==> src/rtl/bsm_pkg.sv <==
package bsm_pkg;

  typedef enum logic [1:0] {
    BOOTH_NOP = 2'd0,
    BOOTH_ADD = 2'd1,
    BOOTH_SUB = 2'd2
  } booth_op_e;

  // Radix-2 recoding of the pair (current bit, previous bit)
  function automatic booth_op_e booth_decode(input logic cur, input logic prev);
    case ({cur, prev})
      2'b01:   return BOOTH_ADD;
      2'b10:   return BOOTH_SUB;
      default: return BOOTH_NOP;
    endcase
  endfunction

endpackage

==> src/rtl/bsm_word_timer.sv <==
module bsm_word_timer #(
  parameter int W  = 20,
  parameter int CW = $clog2(W)
) (
  input  logic          clk,
  input  logic          rst_n,
  input  logic          sync_i,
  output logic [CW-1:0] pos_o,
  output logic          last_o
);
  localparam logic [CW-1:0] LAST = CW'(W - 1);

  logic [CW-1:0] cnt_q;

  assign pos_o  = sync_i ? '0 : cnt_q;
  assign last_o = (pos_o == LAST);

  always_ff @(posedge clk) begin
    if (!rst_n)      cnt_q <= '0;
    else if (last_o) cnt_q <= '0;
    else             cnt_q <= pos_o + CW'(1);
  end

  AST_POS_RANGE: assert property (@(posedge clk) disable iff (!rst_n)
    pos_o <= LAST);
  AST_WORD_WRAP: assert property (@(posedge clk) disable iff (!rst_n)
    (last_o && !sync_i) |=> (pos_o == '0));
endmodule

==> src/rtl/bsm_serial_capture.sv <==
module bsm_serial_capture #(
  parameter int W = 20
) (
  input  logic         clk,
  input  logic         rst_n,
  input  logic         mcand_i,
  input  logic         mplier_i,
  output logic [W-1:0] mcand_word_o,
  output logic [W-1:0] mplier_word_o
);
  logic [W-1:0] mc_sr, mp_sr;

  always_ff @(posedge clk) begin
    if (!rst_n) begin
      mc_sr <= '0;
      mp_sr <= '0;
    end else begin
      mc_sr <= {mcand_i,  mc_sr[W-1:1]};
      mp_sr <= {mplier_i, mp_sr[W-1:1]};
    end
  end

  // Word as it stands once the bit currently on the pins is included
  assign mcand_word_o  = {mcand_i,  mc_sr[W-1:1]};
  assign mplier_word_o = {mplier_i, mp_sr[W-1:1]};
endmodule

==> src/rtl/bsm_booth_engine.sv <==
module bsm_booth_engine
  import bsm_pkg::*;
#(
  parameter int W  = 20,
  parameter int SW = $clog2(W + 1)
) (
  input  logic         clk,
  input  logic         rst_n,
  input  logic         start_i,
  input  logic [W-1:0] mc_i,
  input  logic [W-1:0] mp_i,
  output logic [2*W:0] prod_o,
  output logic         done_o
);
  localparam logic [SW-1:0] STEPS = SW'(W);

  logic [W-1:0]  m_q, q_q;
  logic [W:0]    a_q;
  logic          prev_q;
  logic [SW-1:0] step_q;

  logic [W-1:0]  src_m, src_q, nxt_q;
  logic [W:0]    src_a, m_ext, sum, nxt_a;
  logic          src_prev;
  booth_op_e     op;

  always_comb begin
    src_a    = start_i ? '0   : a_q;
    src_q    = start_i ? mp_i : q_q;
    src_m    = start_i ? mc_i : m_q;
    src_prev = start_i ? 1'b0 : prev_q;
    m_ext    = {src_m[W-1], src_m};
    op       = booth_decode(src_q[0], src_prev);
    unique case (op)
      BOOTH_ADD: sum = src_a + m_ext;
      BOOTH_SUB: sum = src_a - m_ext;
      default:   sum = src_a;
    endcase
    nxt_a = {sum[W], sum[W:1]};
    nxt_q = {sum[0], src_q[W-1:1]};
  end

  always_ff @(posedge clk) begin
    if (!rst_n) begin
      m_q    <= '0;
      a_q    <= '0;
      q_q    <= '0;
      prev_q <= 1'b0;
      step_q <= STEPS;
    end else if (start_i) begin
      m_q    <= mc_i;
      a_q    <= nxt_a;
      q_q    <= nxt_q;
      prev_q <= src_q[0];
      step_q <= SW'(1);
    end else if (step_q != STEPS) begin
      a_q    <= nxt_a;
      q_q    <= nxt_q;
      prev_q <= src_q[0];
      step_q <= step_q + SW'(1);
    end
  end

  assign done_o = (step_q == STEPS);
  assign prod_o = {a_q, q_q};

  AST_DONE_BY_WORD_END: assert property (@(posedge clk) disable iff (!rst_n)
    start_i |-> done_o);
  AST_STEP_ADVANCE: assert property (@(posedge clk) disable iff (!rst_n)
    (!start_i && !done_o) |=> (step_q == $past(step_q) + SW'(1)));
endmodule

==> src/rtl/bsm_product_shifter.sv <==
module bsm_product_shifter #(
  parameter int W = 20
) (
  input  logic         clk,
  input  logic         rst_n,
  input  logic         load_i,
  input  logic [2*W:0] raw_i,
  output logic         bit_o
);
  localparam int          PW      = 2 * W + 1;
  localparam logic [PW-1:0] HALF    = PW'(1) << (W - 2);
  localparam logic [PW-1:0] SAT_RAW = PW'(1) << (2 * W - 2);
  localparam logic [W-1:0]  MAX_POS = {1'b0, {(W-1){1'b1}}};
  localparam logic [W-1:0]  MIN_NEG = {1'b1, {(W-1){1'b0}}};

  logic [PW-1:0] rnd;
  logic [W+1:0]  scaled;
  logic          ovf_pos, ovf_neg;
  logic [W-1:0]  result, out_sr;

  always_comb begin
    rnd     = raw_i + HALF;
    scaled  = rnd[PW-1:W-1];
    ovf_pos = !scaled[W+1] && (|scaled[W:W-1]);
    ovf_neg =  scaled[W+1] && !(&scaled[W:W-1]);
    if (ovf_pos)      result = MAX_POS;
    else if (ovf_neg) result = MIN_NEG;
    else              result = scaled[W-1:0];
  end

  always_ff @(posedge clk) begin
    if (!rst_n)      out_sr <= '0;
    else if (load_i) out_sr <= result;
    else             out_sr <= {1'b0, out_sr[W-1:1]};
  end

  assign bit_o = out_sr[0];

  AST_SATURATE_TOP: assert property (@(posedge clk) disable iff (!rst_n)
    (load_i && raw_i == SAT_RAW) |=> (out_sr == MAX_POS));
endmodule

==> src/rtl/booth_serial_mul.sv <==
module booth_serial_mul #(
  parameter int W = 20
) (
  input  logic clk,
  input  logic rst_n,
  input  logic sync_i,
  input  logic mcand_i,
  input  logic mplier_i,
  output logic prod_o
);
  localparam int CW = $clog2(W);

  logic [CW-1:0] pos;
  logic          word_end;
  logic [W-1:0]  mc_word, mp_word;
  logic [2*W:0]  raw_prod;
  logic          eng_done;

  bsm_word_timer #(.W(W)) u_timer (
    .clk(clk), .rst_n(rst_n), .sync_i(sync_i),
    .pos_o(pos), .last_o(word_end)
  );

  bsm_serial_capture #(.W(W)) u_capture (
    .clk(clk), .rst_n(rst_n), .mcand_i(mcand_i), .mplier_i(mplier_i),
    .mcand_word_o(mc_word), .mplier_word_o(mp_word)
  );

  bsm_booth_engine #(.W(W)) u_engine (
    .clk(clk), .rst_n(rst_n), .start_i(word_end),
    .mc_i(mc_word), .mp_i(mp_word),
    .prod_o(raw_prod), .done_o(eng_done)
  );

  bsm_product_shifter #(.W(W)) u_shifter (
    .clk(clk), .rst_n(rst_n), .load_i(word_end),
    .raw_i(raw_prod), .bit_o(prod_o)
  );

  AST_IDLE_OUT_AFTER_RESET: assert property (@(posedge clk)
    !rst_n |=> !prod_o);
endmodule

==> config.mk <==
export PLATFORM = sky130hd
export DESIGN_NAME = booth_serial_mul
export DESIGN_NICKNAME = d
export VERILOG_FILES = /design/src/rtl/bsm_pkg.sv /design/src/rtl/bsm_word_timer.sv /design/src/rtl/bsm_serial_capture.sv /design/src/rtl/bsm_booth_engine.sv /design/src/rtl/bsm_product_shifter.sv /design/src/rtl/booth_serial_mul.sv
export SDC_FILE = /design/constraint.sdc
export NUM_CORES = 1
export LEC_CHECK = 0
export BUFFER_PORTS_ARGS = -buffer_cell sky130_fd_sc_hd__clkbuf_2
export CORE_ASPECT_RATIO = 0.75
export CORE_UTILIZATION = 68
export DETAILED_ROUTE_END_ITERATION = 8
export HOLD_SLACK_MARGIN = 0.06
export PLACE_DENSITY = 0.85
export RECOVER_POWER = 50
export SETUP_SLACK_MARGIN = 0.3
export SLEW_MARGIN = 20
export SYNTH_ARGS = -nofsm -noshare
export SYNTH_HDL_FRONTEND = slang
export SYNTH_SLANG_ARGS = --single-unit
==> constraint.sdc <==
create_clock -name clk -period 7.4 [get_ports clk]
set_input_delay 0 -clock clk [delete_from_list [all_inputs] [get_ports clk]]
set_output_delay 0 -clock clk [all_outputs]
set_load 0.01 [all_outputs]
==> impl_metrics.toml, run 1 <==
[logic_synthesis]
synth_fp_nets = 871
synth_flop_cell = "dfxtp_1"
netlist.area_leader.share = 0.372
synth_seq_cells = 129
yosysWarnings = 0
syn_inst = 839
postSynthAreaPerCell_um2 = 8.27
async_flop_share = 0
synth-edff-count = 0
synth_cell_types = 73
netlist_top_cells_area = "dfxtp_1 37%, nand2_1 6.2%, and2_1 5.6%"
synth-seq-area-share = 0.372
yosysTopAreaCell = "dfxtp_1"
netlist_area_um2 = 6940

[power]
vdd_drop_max_uv = 180
power_leakage_nw = 2.96
p_per_area_nw_per_um2 = 260
finalPower_mw = 1.95

[floorplan]
rows = 31
core_um2 = 9770
die_h_um = 89.5
ios = 6
die_area_um2 = 10600
start_util = 0.710
die_x_um = 119

[worst_setup_path]
cp_data_arrival_time_ns = 6.39
cp.depth = 18
rr_worst_depth = 16
cp_slowest_cell = "nand2_1"
timing.rr.end = "u_engine.a_q[13]"
cp_top_family = "compound AO/OA/AOI/OAI gates"
endpoint_kind = "flop"
worstPathMaxFanout = 35
path_cells = "dlygate4sd3_1 -> clkbuf_1 -> and2b_1 -> ha_1 -> and4bb_1 -> nand2_1 -> nand2_1 -> nand2_1 -> ha_1 -> o21ai_0 -> fa_1 -> a211oi_1 -> o21ai_0 -> a21oi_1 -> o21bai_1 -> a2111oi_0 -> a41oi_1 -> a21oi_1"
critPathMostFrequentCell = "nand2_1"
critical_path_buf_inv_count = 2
cpPeakStageDelay_ns = 0.89
r2r_start = "u_timer.cnt_q[0]"
cp-start-kind = "input pin"
critPathRequiredTime_ns = 7.75
setup.worst_path.class = "in -> reg"
r2r_slack_ns = 1.47

[min_path]
whs_path_depth = 3
worstHoldPathType = "in -> reg"
min_from = "rst_n"
min_to = "u_engine.step_q[2]"

[placed_design]
numPortBuffers = 5
placed_cells = 937
gp_congestion = 1.02
dp_hpwl_mm = 10.9
pre_cts_ws_ns = 2.03
dpl_cell_area_um2 = 6990

[routing]
routed_wl_mm = 17.2
num_vias = 6274
drt_pass1_iterations = 7
drt_iter0_drc = 660
remaining_drc_errors = 0
ant_nets = 0
wl_per_cell_um = 17.7
vias_per_cell = 6.46

[sta]
skew_ns = 0.00651
final_hold_viol_count = 0
layout_setup_ws_ns = 1.36
period_minus_slack_ns = 6.04
tns_ns = 0
maxSlewHeadroom = 0.202
worst_slew_pin_slew_ns = 1.19
period_share = 0.816
setup_viol = 0
slew_violations = 0
rsz0062_at_grt = "false"
fmax_mhz = 166

[finish]
drive_above_1_share = 0.0536
n_antenna_cell = 0
final_cells = 971
final_common_cell = "dfxtp_1"
finalInstanceArea_um2 = 7510
syn_to_final_growth_pct = 8.22
mostFrequentLayoutCells = "129 x dfxtp_1, 115 x nand2_1, 84 x nor2_1"
fin_nets = 859

[global_route]
grt_pass1_wl_mm = 28.3
grt_max_degree = 58
grt_use_total = 0.339
antenna_found_initial = 0
grt_pass1_vias = 5849
gr-total-overflow = 0

[clock_tree]
cts_resized = 0
cts.sinks = 129
cts_max_path_buffers = 2
postCtsSetupBuffers = 0
htree_levels = 4
cts_tree = "done"
cts-root-buf = "clkbuf_16"
worstSkewPairLatency_ns = 0.42
clkSlewWorstSetupHoldPaths_ns = 0.06
cts_buffers = 17

[outcome]
status = "completed"

[flow_run]
cap_violations = 0
## final cells by class
class / count / area, um^2
clock buffer: 22 / 444
multi-input combinational: 651 / 4110
clock inverter: 9 / 62.6
sequential: 129 / 2580
tap: 132 / 165
fill: 717 / 2260
timing repair buffer: 14 / 95.1
inverter: 14 / 52.6
## synth_stat cells, drive strengths merged (3+ instances only)
cell / count
dfxtp: 129
nand2: 115
nor2: 86
and2: 62
a21oi: 43
o21ai: 38
clkbuf: 33
xor2: 27
ha: 26
xnor2: 22
a311oi: 21
mux2i: 20
nand3: 20
nor3: 19
a22oi: 18
inv: 14
buf: 12
nand4: 11
o211ai: 10
a21o: 8
nor4: 7
a211oi: 6
a31oi: 6
nor3b: 6
o311ai: 5
or3: 5
or4: 5
and3: 4
and4: 4
nand3b: 4
nor2b: 4
o211a: 4
o21a: 4
o21bai: 4
o31a: 3
o31ai: 3
## report_power, final
part           switching (mW)  internal [mW]
sequential             0.0250          0.713
combinational           0.288          0.187
clock                   0.311          0.425
## through the flow
step	hold slack, ns	utilization
floorplan	0.0774	-
global placement	0.237	0.715
CTS	0.139	0.770
global route	0.217	0.768
detailed placement	0.242	0.715
finish	0.149	0.768
## registers in the layout, summed over array words and instances (netlist names)
signal / cells
u_timer.cnt_q: 5
u_capture.mp_sr: 19
u_engine.m_q: 20
u_engine.a_q: 20
u_capture.mc_sr: 19
u_engine.step_q: 5
u_engine.q_q: 20
u_engine.prev_q: 1
u_shifter.out_sr: 20
## worst max-delay path by stage
stage,endpoint,slack (ns),start
finish,u_engine.a_q[13],1.36,sync_i
global route,u_engine.a_q[13],0.99,sync_i
CTS,u_engine.a_q[19],1.90,sync_i
detailed placement,u_engine.a_q[19],2.03,u_timer.cnt_q[0]
global placement,u_engine.a_q[19],2.25,u_timer.cnt_q[0]
floorplan,u_engine.a_q[19],2.38,u_timer.cnt_q[0]
## per-layer routing
layer | track usage | up-vias | share of wire
met3 | 0.0599 | 53 | 0.079
li1 | - | 2974 | -
met2 | 0.564 | 307 | 0.46
met4 | 0.170 | 0 | 0.025
met1 | 0.433 | 2940 | 0.43
met5 | 0 | - | 0
## kinds of logic after synthesis
| kind of cell | after synthesis | synth area share |
|---|---|---|
| buffers and inverters | 59 | 0.0352 |
| AO/OA/AOI/OAI | 190 | 0.189 |
| XOR/XNOR | 49 | 0.0618 |
| adder cells (fa/ha/maj) | 27 | 0.0498 |
| AND/OR/NAND/NOR | 365 | 0.263 |
| multiplexers | 20 | 0.0288 |
| flip-flops | 129 | 0.372 |
## repair_timing
action | 4_1_cts | 5_1_grt
hold endpoints to repair | 8 | 0
setup endpoints to repair | 0 | 0
hold buffers | 3 | 0
## worst min-delay path, stage by stage
cell	delay, ns
clkbuf_2	0.08
buf_4	0.29
o21ai_0	0.14
No activity file was read; power rests on OpenSTA's default activity.
==> run 2: changes to the inputs <==
CORE_UTILIZATION = 57   (was 68)
PLACE_DENSITY = 0.76   (was 0.85)
clock period = 4.91 ns   (was 7.4 ns; I/O delays follow)
==> impl_metrics.toml, run 2 (synthesized netlist as in run 1, its figures left out) <==
[outcome]
status = "completed"

[flow_run]
cap_violations = 0

[routing]
vias_per_cell = 6.12
remaining_drc_errors = 0
drt_pass1_iterations = 5
num_vias = 6235
routed_wl_mm = 17.7
wl_per_cell_um = 17.4
ant_nets = 0
drt_iter0_drc = 610

[global_route]
grt_pass1_wl_mm = 29.3
antenna_found_initial = 0
grt_max_degree = 57
gr-total-overflow = 0
grt_pass1_vias = 6042
grt_use_total = 0.294

[power]
vdd_drop_max_uv = 277
finalPower_mw = 3.11
p_per_area_nw_per_um2 = 398
power_leakage_nw = 3.09

[sta]
hold_ws_ns = 0.109
layout_setup_ws_ns = 0.384
rsz0062_at_grt = "true"
maxSlewHeadroom = 0.418
fmax_mhz = 221
period_share = 0.922
setup_viol = 0
tns_ns = 0
slew_violations = 0
final_hold_viol_count = 0
skew_ns = 0.00678
period_minus_slack_ns = 4.53
worst_slew_pin_slew_ns = 0.871

[worst_setup_path]
r2r_slack_ns = 0.40
path_cells = "dlygate4sd3_1 -> buf_4 -> and2b_1 -> ha_1 -> nand4bb_2 -> nor2_4 -> mux2i_2 -> ha_2 -> nor3b_2 -> nand4_1 -> a222oi_1 -> buf_4 -> and2_1 -> a21oi_1 -> xor2_1 -> ha_1 -> a211oi_2 -> a21oi_1 -> and2_4 -> or3b_1 -> nand4_1"
r2r_start = "u_timer.cnt_q[0]"
endpoint_kind = "flop"
timing.rr.end = "u_engine.a_q[19]"
cpPeakStageDelay_ns = 0.53
setup.worst_path.class = "in -> reg"
worstPathMaxFanout = 8
cp-start-kind = "input pin"
critPathRequiredTime_ns = 5.26
rr_worst_depth = 19
cp_slowest_cell = "dlygate4sd3_1"
critical_path.endpoint = "u_engine.a_q[19]"
startpoint = "sync_i"
cp_data_arrival_time_ns = 4.88

[finish]
mostFrequentLayoutCells = "129 x dfxtp_1, 114 x nand2_1, 84 x nor2_1"
drive_above_1_share = 0.0922
n_antenna_cell = 0
fin_nets = 876
syn_to_final_growth_pct = 12.6
final_common_cell = "dfxtp_1"
finalInstanceArea_um2 = 7810

[placed_design]
gp_congestion = 1.00
dp_hpwl_mm = 11.5
dpl_cell_area_um2 = 7090
pre_cts_ws_ns = 0.00489
numPortBuffers = 5

[floorplan]
die_x_um = 129
core_um2 = 11700
rows = 34
start_util = 0.591
die_h_um = 97.6
die_area_um2 = 12600
ios = 6

[clock_tree]
cts_buffers = 17
cts_tree = "done"
cts_max_path_buffers = 2
htree_levels = 4
cts-root-buf = "clkbuf_16"
cts.sinks = 129
worstSkewPairLatency_ns = 0.42
clkSlewWorstSetupHoldPaths_ns = 0.06

[min_path]
worstHoldPathType = "in -> reg"
whs_path_depth = 5
-- run 2: critical path: cells and delay by family --
kind / cells / cell delay, ns
buf+inv: 3 / 0.89
compound gates: 4 / 0.88
xor+xnor: 1 / 0.16
mux: 1 / 0.29
fa+ha+maj: 3 / 0.91
simple gates: 9 / 1.76
-- run 2: worst min path at each step --
stage / from / endpoint / slack, ns
final: rst_n / u_shifter.out_sr[0] / 0.11
after global routing: rst_n / u_shifter.out_sr[0] / 0.15
after CTS: rst_n / u_engine.step_q[4] / 0.15
after detailed placement: mcand_i / u_capture.mc_sr[19] / 0.23
after global placement: mcand_i / u_capture.mc_sr[19] / 0.23
after floorplan: sync_i / u_timer.cnt_q[3] / 0.08
-- run 2: through the flow --
step / utilization / cells
after CTS: 0.656 / 1009
after global placement: 0.604 / 972
after floorplan: - / 839
after detailed placement: 0.604 / 972
final: 0.665 / 1019
after global routing: 0.665 / 1019
-- run 2: repair_timing --
action / CTS / global route
hold buffers: 3 / 0
hold endpoints to repair: 7 / 0
gates resized for setup: 2 / 22
setup buffers: 2 / 10
pin swaps: 2 / 10
endpoints found under the setup margin: 9 / 11
-- run 2: final cells by class --
cell class	count	area, um^2
sequential	129	2580
inverter	14	52.6
fill	980	3930
multi-input combinational	651	4190
timing repair buffer	31	224
clock inverter	10	113
clock buffer	22	444
tap	162	203
-- run 2: per-layer routing --
layer / GRT usage / up-vias / part of all wire
met5: 0 / - / 0
met4: 0.107 / 0 / 0.018
met3: 0.0644 / 33 / 0.069
met2: 0.460 / 243 / 0.45
met1: 0.396 / 2957 / 0.46
li1: - / 3002 / -
-- run 2: power by group --
part	switching (mW)	internal [mW]	total, mW
sequential	0.0370	1.07	1.11
combinational	0.450	0.334	0.784
clock	0.470	0.744	1.21
